`src/rtl/tgl_pkg.sv`:
```
package tgl_pkg;

  localparam int MODE_W = 2;
  localparam int CMD_W  = 2;

  typedef enum logic [MODE_W-1:0] {
    MODE_IV8  = 2'b00,
    MODE_IV16 = 2'b01,
    MODE_PWM  = 2'b10,
    MODE_PPG  = 2'b11
  } tmode_e;

  typedef enum logic [CMD_W-1:0] {
    CMD_FLIP = 2'b00,
    CMD_CLR  = 2'b01,
    CMD_SET  = 2'b10,
    CMD_NOP  = 2'b11
  } swcmd_e;

  typedef struct packed {
    logic   inv_en;
    tmode_e mode;
    logic   src_sel;
  } cfg_t;

  localparam cfg_t CFG_RST = '{inv_en: 1'b0, mode: MODE_IV8, src_sel: 1'b0};

endpackage

```
`src/rtl/tgl_cfg_latch.sv`:
```
module tgl_cfg_latch
  import tgl_pkg::*;
(
  input  logic clk,
  input  logic rst,
  input  logic run,
  input  cfg_t cfg_in,
  output cfg_t cfg_q
);

  always_ff @(posedge clk) begin
    if (rst)       cfg_q <= CFG_RST;
    else if (!run) cfg_q <= cfg_in;
  end

  // configuration frozen while the timer runs
  p_cfg_frozen_r12: assert property (@(posedge clk) disable iff (rst)
    run |=> $stable(cfg_q));

  // configuration tracks inputs while stopped
  p_cfg_load_r12: assert property (@(posedge clk) disable iff (rst)
    !run |=> (cfg_q == $past(cfg_in)));

endmodule

```
`src/rtl/tgl_evt_sel.sv`:
```
module tgl_evt_sel
  import tgl_pkg::*;
(
  input  logic clk,
  input  logic rst,
  input  cfg_t cfg,
  input  logic hit_a,
  input  logic hit_b,
  input  logic hit1,
  input  logic wrap,
  output logic evt
);

  always_comb begin
    unique case (cfg.mode)
      MODE_IV8:  evt = cfg.src_sel ? hit1 : hit_a;
      MODE_IV16: evt = hit1;
      MODE_PWM:  evt = hit_a | wrap;
      MODE_PPG:  evt = hit_a | hit_b;
      default:   evt = 1'b0;
    endcase
  end

  // in 16-bit mode only counter 1 matters
  p_iv16_src_r5: assert property (@(posedge clk) disable iff (rst)
    (cfg.mode == MODE_IV16 && !hit1) |-> !evt);

  // PWM ignores counter 1
  p_pwm_src_r6: assert property (@(posedge clk) disable iff (rst)
    (cfg.mode == MODE_PWM && !hit_a && !wrap) |-> !evt);

  // PPG ignores counter 1 and wrap
  p_ppg_src_r7: assert property (@(posedge clk) disable iff (rst)
    (cfg.mode == MODE_PPG && !hit_a && !hit_b) |-> !evt);

  // any selected source yields an event
  p_ppg_any_r8: assert property (@(posedge clk) disable iff (rst)
    (cfg.mode == MODE_PPG && hit_a && hit_b) |-> evt);

endmodule

```
`src/rtl/tgl_core.sv`:
```
module tgl_core
  import tgl_pkg::*;
(
  input  logic   clk,
  input  logic   rst,
  input  logic   hw_tgl,
  input  logic   cmd_vld,
  input  swcmd_e cmd,
  output logic   q
);

  logic q_nxt;
  logic sw_active;

  assign sw_active = cmd_vld && (cmd != CMD_NOP);

  always_comb begin
    q_nxt = hw_tgl ? ~q : q;
    if (sw_active) begin
      unique case (cmd)
        CMD_FLIP: q_nxt = ~q;
        CMD_CLR:  q_nxt = 1'b0;
        CMD_SET:  q_nxt = 1'b1;
        default:  q_nxt = q;
      endcase
    end
  end

  always_ff @(posedge clk) begin
    if (rst) q <= 1'b0;
    else     q <= q_nxt;
  end

  // reset clears the output
  p_reset_low_r1: assert property (@(posedge clk)
    rst |=> !q);

  // set wins over hardware flip
  p_set_wins_r10: assert property (@(posedge clk) disable iff (rst)
    (cmd_vld && cmd == CMD_SET) |=> q);

  // clear wins over hardware flip
  p_clr_wins_r10: assert property (@(posedge clk) disable iff (rst)
    (cmd_vld && cmd == CMD_CLR) |=> !q);

  // software flip inverts exactly once
  p_one_flip_r9: assert property (@(posedge clk) disable iff (rst)
    (cmd_vld && cmd == CMD_FLIP) |=> (q != $past(q)));

  // hardware flip alone or with no-op inverts
  p_hw_flip_r11: assert property (@(posedge clk) disable iff (rst)
    (hw_tgl && (!cmd_vld || cmd == CMD_NOP)) |=> (q != $past(q)));

  // nothing acting leaves the bit alone
  p_hold_r3: assert property (@(posedge clk) disable iff (rst)
    (!hw_tgl && (!cmd_vld || cmd == CMD_NOP)) |=> $stable(q));

endmodule

```
`src/rtl/tmr_out_toggle.sv`:
```
module tmr_out_toggle
  import tgl_pkg::*;
(
  input  logic              clk,
  input  logic              rst,
  input  logic              run,
  input  logic              cfg_inv_en,
  input  logic [MODE_W-1:0] cfg_mode,
  input  logic              cfg_src_sel,
  input  logic              cnt0_hit_a,
  input  logic              cnt0_hit_b,
  input  logic              cnt1_hit,
  input  logic              cnt_wrap,
  input  logic              sw_cmd_vld,
  input  logic [CMD_W-1:0]  sw_cmd,
  output logic              tgl_out
);

  cfg_t cfg_in;
  cfg_t cfg_q;
  logic evt;
  logic hw_tgl;

  assign cfg_in = '{inv_en: cfg_inv_en, mode: tmode_e'(cfg_mode), src_sel: cfg_src_sel};

  tgl_cfg_latch u_cfg (
    .clk    (clk),
    .rst    (rst),
    .run    (run),
    .cfg_in (cfg_in),
    .cfg_q  (cfg_q)
  );

  tgl_evt_sel u_sel (
    .clk   (clk),
    .rst   (rst),
    .cfg   (cfg_q),
    .hit_a (cnt0_hit_a),
    .hit_b (cnt0_hit_b),
    .hit1  (cnt1_hit),
    .wrap  (cnt_wrap),
    .evt   (evt)
  );

  assign hw_tgl = cfg_q.inv_en & evt;

  tgl_core u_core (
    .clk     (clk),
    .rst     (rst),
    .hw_tgl  (hw_tgl),
    .cmd_vld (sw_cmd_vld),
    .cmd     (swcmd_e'(sw_cmd)),
    .q       (tgl_out)
  );

  // disabled inversion blocks hardware flips
  p_inv_gate_r3: assert property (@(posedge clk) disable iff (rst)
    (!cfg_q.inv_en && !sw_cmd_vld) |=> $stable(tgl_out));

endmodule

```
`config.mk`:
```
export PLATFORM = sky130hd
export DESIGN_NAME = tmr_out_toggle
export DESIGN_NICKNAME = d
export VERILOG_FILES = /design/src/rtl/tgl_pkg.sv /design/src/rtl/tgl_cfg_latch.sv /design/src/rtl/tgl_evt_sel.sv /design/src/rtl/tgl_core.sv /design/src/rtl/tmr_out_toggle.sv
export SDC_FILE = /design/constraint.sdc
export NUM_CORES = 1
export LEC_CHECK = 0
export BUFFER_PORTS_ARGS = -buffer_cell sky130_fd_sc_hd__clkbuf_2
export CELL_PAD_IN_SITES_DETAIL_PLACEMENT = 0
export CELL_PAD_IN_SITES_GLOBAL_PLACEMENT = 1
export CORE_AREA = 8 8 45 47
export CTS_CLUSTER_SIZE = 28
export DETAILED_ROUTE_END_ITERATION = 12
export DIE_AREA = 0 0 53 55
export PLACE_DENSITY_LB_ADDON = 0.08
export SLEW_MARGIN = 40
export SYNTH_ARGS = -nofsm -noshare
export SYNTH_HDL_FRONTEND = slang
export SYNTH_SLANG_ARGS = --single-unit
```
`constraint.sdc`:
```
create_clock -name clk -period 1.6 [get_ports clk]
set_clock_uncertainty 0.2 [all_clocks]
set_input_delay 0.4 -clock clk [delete_from_list [all_inputs] [get_ports clk]]
set_output_delay 0.4 -clock clk [all_outputs]
set_load 0.01 [all_outputs]
```
# After elaboration in Yosys (flattened, before gate mapping)
# Cells that the tools add are included.
dict set report word_totals {
  output_inout_bits 1
  word_cells 25
  inputBits 14
  regBits 5
}
dict set report op_classes {
  n_mux 5
  eq_ne 7
  reduce_logical 5
  bitwise_logic 4
}
# operator count
set op_table {}
lappend op_table {{2-bit == test (second input constant)} 3}
lappend op_table {{2-bit by 1-bit == test with 1-bit output (second input constant)} 2}
lappend op_table {{2-bit zero test} 2}
lappend op_table {{4-bit inequality test (second input constant)} 1}
lappend op_table {{1-bit case mux with 4 select lines} 1}
lappend op_table {{1-bit two-way mux} 3}
lappend op_table {{1-bit case mux with 3 select lines} 1}
lappend op_table {{2-bit inequality test (second input constant)} 1}
lappend op_table {{1-bit OR} 2}
lappend op_table {{2-bit AND reduction} 1}
lappend op_table {{2-bit nonzero test} 1}
lappend op_table {{1-bit AND} 1}
lappend op_table {{1-bit logical AND} 1}
lappend op_table {{1-bit NOT} 1}

# Depth between registers and ports, before layout
# Gate-level depths: netlist of run 1.
dict set report logic_depth {
  ltp_word 5
  depth_mapped 6
  mapped_depth_nobuf 6
}

# Cells and area by module
# A second synthesis of run 1 with hierarchy kept.
dict set report hier_totals {
  cells_unflattened 34
  area_unflattened_um2 326.6
}
# mod cells_per_inst seq_area_each_um2 area_each_um2 n_inst
set by_module_without_submodules {}
lappend by_module_without_submodules {tgl_core 15 20.0 145.1 1}
lappend by_module_without_submodules {tgl_cfg_latch 13 80.1 140.1 1}
lappend by_module_without_submodules {tgl_evt_sel 5 0.0 35.0 1}
lappend by_module_without_submodules {tmr_out_toggle 1 0.0 6.3 1}

# Least setup slack after synthesis of run 1
# OpenSTA, ideal clock, no wires.
dict set report synth_path {
  path_kind {input to register}
  startpoint {input sw_cmd[0]}
  endpoint {register u_core.q}
  n_path_buf 0
  t_arrival_ns 1.372
  required_ns 1.326
  stages 5
  slack_ns -0.046
  setup_time_ns 0.074
  cell_sequence {inv_1 > ha_1 > nor2b_1 > or4_1 > a31oi_1}
}
dict set report synth_via {
  elab_chain_cells 4
  word_cells_on_any_way 10
  cone_classes {eq/ne: 4; mux: 2; reduce/logical: 4}
}
# element line_no
set synth_lines {}
lappend synth_lines {{start, declared} tmr_out_toggle.sv:15} ;# input logic [CMD_W-1:0] sw_cmd,
lappend synth_lines {{2-bit inequality test} tgl_core.sv:15} ;# assign sw_active = cmd_vld && (cmd != CMD_NOP);
lappend synth_lines {{1-bit logical AND} tgl_core.sv:15}
lappend synth_lines {{4-bit inequality test (no source line) or 2-bit nonzero test (tied branches)} -}
lappend synth_lines {{2-bit AND reduction (no source line)} -}
lappend synth_lines {{end signal, assigned} tgl_core.sv:31} ;# else q <= q_nxt;
lappend synth_lines {{end, declared} tgl_core.sv:9} ;# output logic q
# Parallel ways exist; a longest one is shown, timed or not.
# A chain may end at the register's enable or synchronous reset.

# Worst setup path after layout of run 1
# Same ends and word-level chain as after synthesis.

==> flow_metrics.tcl, run 1 <==
set metrics [dict create \
    synth_top_family_by_area "multiplexers" \
    fp-row-count 14 \
    synthToLayoutAreaGrowth_pct 50.8 \
    holdPathEnd "u_cfg.cfg_q[1]" \
    grt_max_degree 6 \
    critical_path_arrival_ns 1.50 \
    antenna_found_initial 0 \
    ys_ff_latch 5 \
    status "finished clean" \
    yosys.area_share.adder_pct 16.0 \
    setup_viol 0 \
    clockBufferDepth 2 \
    grt_use_total_pct 6.93 \
    hpwl_um 654 \
    yosys.area_share.simple_pct 14.8 \
    cp_max_fo 3 \
    grt-ovfl-total 0 \
    end_kind "flop" \
    crit_type "input pin to flop" \
    synth_cell_types 18 \
    cts.sinks 5 \
    finalNetCount 73 \
    r2r_start "u_cfg.cfg_q[1]" \
    worstHoldStart "rst" \
    intPower_uw 270 \
    stdcell_count 70 \
    gp_congestion 0.662 \
    final_antenna_net_count 0 \
    core_um2 1380 \
    power.leakage_nw 0.234 \
    syn_area_per_cell_um2 9.20 \
    hold_class "input pin to flop" \
    vdd_drop_max_uv 310 \
    drive_above_1_share_pct 46.3 \
    power_frac_seq_pct 38.3 \
    finalSetupTns_ns 0 \
    drc 0 \
    drv_slew 0 \
    synth_nets 52 \
    buffer_ports.inserted 14 \
    holdWs_ns 0.184 \
    worst-r2r-setup-slack_ns 0.07 \
    cp-start-kind "input pin" \
    die_h_um 55 \
    die-area_um2 2920 \
    synth-compound-area-share_pct 14.8 \
    drt_wl_total_um 784 \
    cts_tree "done" \
    htreeDepth 1 \
    synth_warnings 0 \
    path_clk_slew_ns 0.05 \
    worstReg2RegEnd "u_core.q" \
    max-slew-margin-rel_pct 78.9 \
    power_frac_comb_pct 20.0 \
    worstRegToRegCells 4 \
    crit_chain "clkbuf_2, inv_1, ha_2, nor3_1, or4_1, a31oi_1" \
    rsz0062_at_grt "no" \
    clock_latency_ns 0.25 \
    crit_family "simple AND/OR/NAND/NOR gates" \
    cts_buffers 3 \
    min_period_ns 1.53 \
    syn_area_um2 313 \
    muxShareOfSynthArea_pct 16.4 \
    via_per_inst 4.44 \
    diodes 0 \
    slowest_stage "or4_1" \
    io_pins 15 \
    drv_cap 0 \
    vias 311 \
    synth-xor-area-share_pct 0 \
    power-per-cell-area_nw_per_um2 774 \
    switchingPower_uw 95.1 \
    grt_pass1_wl_mm 1.39 \
    switching_share_pct 26.1 \
    initial_utilization_pct 22.6 \
    synth_seq_area_share_pct 32.0 \
    synth_cells 34 \
    wire_per_inst_um 11.2 \
    p_clk_share_pct 41.7 \
    grt_pass1_vias 348 \
    tightest_slew_ns 0.311 \
    fmaxAchievable_mhz 655 \
    root_buffer "clkbuf_4" \
    final_core_util_pct 34.1 \
    fp.dieW_um 53 \
    cp.required_ns 1.57 \
    firstDrtPassIters 2 \
    cts_setup_buffers 0 \
    path_buf_inv 2 \
    dp_cells 66 \
    fin_crit_sh_pct 95.4 \
    timing.final.hold_violations 0 \
    slowest_delay_ns 0.47 \
    drtIter0Drc 2 \
    hold_path_depth 2 \
]
-- cell type report --
type	instances	area, µm²
timing repair buffer	17	92.6
tap	16	20.0
sequential	5	101
clock buffer	4	26.3
multi-input combinational	24	216
fill	159	912
inverter	4	15.0
-- repair_timing --
item,4_1_cts,5_1_grt
endpoints found under the setup margin,0,1
hold endpoints to repair,0,0
hold buffers,0,0
resized for setup,0,5
-- registers in the layout, indices dropped and copies added (netlist names) --
name         flops
u_cfg.cfg_q      4
u_core.q         1
-- metal layers --
| layer | up-vias | share of wire [%] | GRT usage [%] |
|---|---|---|---|
| met5 | - | 0 | 0 |
| met4 | 0 | 0.77 | 5.17 |
| met3 | 2 | 9.3 | 5.35 |
| met2 | 11 | 50 | 11.1 |
| met1 | 136 | 40 | 5.76 |
| li1 | 162 | - | - |
-- power groups by stage --
stage | Clock, mW | Sequential [mW] | Combinational [mW]
2_1_floorplan | 0 | 0.142 | 0.0349
3_3_place_gp | 0 | 0.142 | 0.0647
3_5_place_dp | 0 | 0.142 | 0.0669
4_1_cts | 0.158 | 0.140 | 0.0673
5_1_grt | 0.168 | 0.142 | 0.0829
6_report | 0.152 | 0.140 | 0.0729
-- stage by stage --
step	setup slack (ns)	area [µm²]	total power, mW
after floorplan	-0.0432	313	0.176
after global placement	-0.182	422	0.206
after detailed placement	-0.203	422	0.209
after CTS	0.0503	448	0.365
after global routing	0.00499	472	0.393
final	0.0742	472	0.365
-- cell families after synthesis --
family,after synthesis
AO/OA/AOI/OAI,6
AND/OR/NAND/NOR,9
buffers and inverters,5
adder cells (fa/ha/maj),4
flip-flops,5
multiplexers,5
-- worst max path at each step --
| stage | startpoint | end | slack [ns] | cells past startpoint |
|---|---|---|---|---|
| 6_report | sw_cmd[0] | u_core.q | 0.07 | 6 |
| 3_5_place_dp | sw_cmd[1] | u_core.q | -0.20 | 6 |
| 4_1_cts | u_cfg.cfg_q[1] | u_core.q | 0.05 | 4 |
| 2_1_floorplan | sw_cmd[1] | u_core.q | -0.04 | 5 |
| 3_3_place_gp | sw_cmd[1] | u_core.q | -0.18 | 6 |
| 5_1_grt | sw_cmd[0] | u_core.q | 0.005 | 6 |
-- layout by cell type, fill, tap and decap left out, drive strengths merged --
master  count
clkbuf     18
nor2b       1
nor2        4
o21ai       1
nor3        1
buf         3
a211o       1
or3         1
o311ai      1
o311a       1
o211ai      1
mux2        1
mux2i       4
dfxtp       5
or4         1
ha          4
nand2b      1
inv         4
a31oi       1
-- Yosys cell counts --
| cell type | instances | area, µm² |
|---|---|---|
| o311a_1 | 1 | 10.0 |
| dfxtp_1 | 5 | 100 |
| ha_1 | 4 | 50.1 |
| mux2i_1 | 4 | 40.0 |
| clkbuf_1 | 1 | 3.75 |
| a31oi_1 | 1 | 6.26 |
| nor3_1 | 1 | 5.00 |
| nor2b_1 | 1 | 6.26 |
| o211ai_1 | 1 | 7.51 |
| o311ai_1 | 1 | 8.76 |
| or3_1 | 1 | 6.26 |
| nand2b_1 | 1 | 6.26 |
| inv_1 | 4 | 15.0 |
| o21ai_0 | 1 | 5.00 |
| or4_1 | 1 | 7.51 |
| a211o_1 | 1 | 8.76 |
| nor2_1 | 4 | 15.0 |
| mux2_1 | 1 | 11.3 |
No activity file was read; power rests on OpenSTA's default activity.
==> inputs of run 2 (changes only) <==
BUFFER_PORTS_ARGS = -buffer_cell sky130_fd_sc_hd__buf_2   (was -buffer_cell sky130_fd_sc_hd__clkbuf_2)
==> run 2 against run 1 <==
Clock power shrank 3%. Cell area grew 8.8%. Flip-flop and latch count is the same. Non-clock buffer count grew 1. Largest cell class unchanged.
==> flow_metrics.tcl, run 2 (same netlist as run 1, synthesis figures left out) <==
set metrics [dict create \
    status "finished clean" \
    cp-start-kind "input pin" \
    cts_buffers 3 \
    dpl_cell_area_um2 437 \
    initial_utilization_pct 22.6 \
    fillCellCount 150 \
    cts_resized 0 \
    layout_commonest_cell "buf_2" \
    power.leakage_nw 0.247 \
    biggestRegsByFlops "u_cfg.cfg_q (4), u_core.q (1)" \
    cts.sinks 5 \
    path_clk_slew_ns 0.05 \
    largest_reg_flops 4 \
    largest_register "u_cfg.cfg_q" \
    drc 0 \
    post-place-ws_ns -0.213 \
    drive_above_1_share_pct 50.9 \
    critical_path_arrival_ns 1.53 \
    grt_max_degree 6 \
    synthToLayoutAreaGrowth_pct 64.0 \
    fin_area_um2 513 \
    drt_wl_total_um 853 \
    hold_class "input pin to flop" \
    fin_crit_sh_pct 97.6 \
    grt-ovfl-total 0 \
    die-area_um2 2920 \
    end_kind "flop" \
    die_h_um 55 \
    ctsHoldBuffers 0 \
    grt_pass1_wl_mm 1.32 \
    drv_slew 0 \
    io_pins 15 \
    power-per-cell-area_nw_per_um2 732 \
    power_uw 375 \
    cp.required_ns 1.57 \
    finalNetCount 74 \
    cts_setup_buffers 0 \
    firstDrtPassIters 1 \
    holdWs_ns 0.184 \
    grt_use_total_pct 6.22 \
    cts_tree "done" \
    drtIter0Drc 0 \
    fp.dieW_um 53 \
    clock_latency_ns 0.24 \
    htreeDepth 1 \
    buffer_ports.inserted 14 \
    timing.final.hold_violations 0 \
    gp_congestion 0.690 \
    max-slew-margin-rel_pct 85.0 \
    tightest_slew_ns 0.224 \
    root_buffer "clkbuf_4" \
    fin_ws_ns 0.0378 \
    crit_type "input pin to flop" \
    antenna_found_initial 0 \
    mostFrequentLayoutCells "buf_2 (12), mux2i_1 (4), nor2_1 (4), buf_4 (4), dfxtp_1 (4)" \
    cp_max_fo 3 \
    diodes 0 \
    via_per_inst 4.34 \
    grt_pass1_vias 341 \
    fp-row-count 14 \
    fmaxAchievable_mhz 640 \
    drv_cap 0 \
    min_period_ns 1.56 \
    setup_viol 0 \
    final_antenna_net_count 0 \
    core_um2 1380 \
    wire_per_inst_um 12.0 \
    vdd_drop_max_uv 288 \
    vias 308 \
    clockBufferDepth 2 \
]
-- run 2: cell count changes in the layout (fill, tap and decap cells not counted), sizes merged --
cell / previous run / this run
buf: 3 / 18
clkbuf: 18 / 4
-- run 2: routing by layer --
| layer | up-vias | global-route usage (%) | share of wire [%] |
|---|---|---|---|
| met5 | - | 0 | 0 |
| met4 | 0 | 2.59 | 0 |
| met3 | 0 | 2.94 | 6.9 |
| met2 | 7 | 10.9 | 53 |
| met1 | 137 | 6.21 | 40 |
| li1 | 164 | - | - |
-- run 2: final cells by class --
| cell class | count | area, µm² | area share, % |
|---|---|---|---|
| multi-input cells | 24 | 235 | 45.9 |
| flip-flops and latches | 5 | 101 | 19.8 |
| well taps | 16 | 20.0 | 3.90 |
| clock buffers | 4 | 26.3 | 5.12 |
| repair buffers | 18 | 113 | 22.0 |
| inverters | 4 | 17.5 | 3.41 |
-- run 2: path summary, 6_finish.rpt --
kind,startpoint,end,slack (ns),cells past startpoint
worst max-delay path,sw_cmd[1],u_core.q,0.04,6
worst min-delay path,rst,u_cfg.cfg_q[1],0.18,2
worst max register to register,u_cfg.cfg_q[1],u_core.q,0.07,4
worst min register to register,u_cfg.cfg_q[2],u_cfg.cfg_q[2],0.31,2
-- run 2: power breakdown --
part           leakage, nW  total, mW  internal, mW  switching [mW]
Sequential          0.0416      0.140         0.134         0.00634
Combinational        0.191     0.0876        0.0506          0.0369
Clock               0.0150      0.148        0.0944          0.0534
Total                0.247      0.375         0.279          0.0967
-- run 2: through the flow --
stage                     std cells  utilization, %  setup TNS [ns]
after floorplan                  34               -         -0.0432
after global placement           68            31.6          -0.183
after detailed placement         68            31.6          -0.213
after CTS                        72            33.5               0
after global routing             71            37.1        -0.00342
final                            71            37.1               0
-- run 2: worst max-delay path, stage by stage --
cell	delay [ns]
buf_6	0.10
inv_2	0.06
ha_4	0.20
nor2b_1	0.12
or4_1	0.49
a31oi_1	0.16
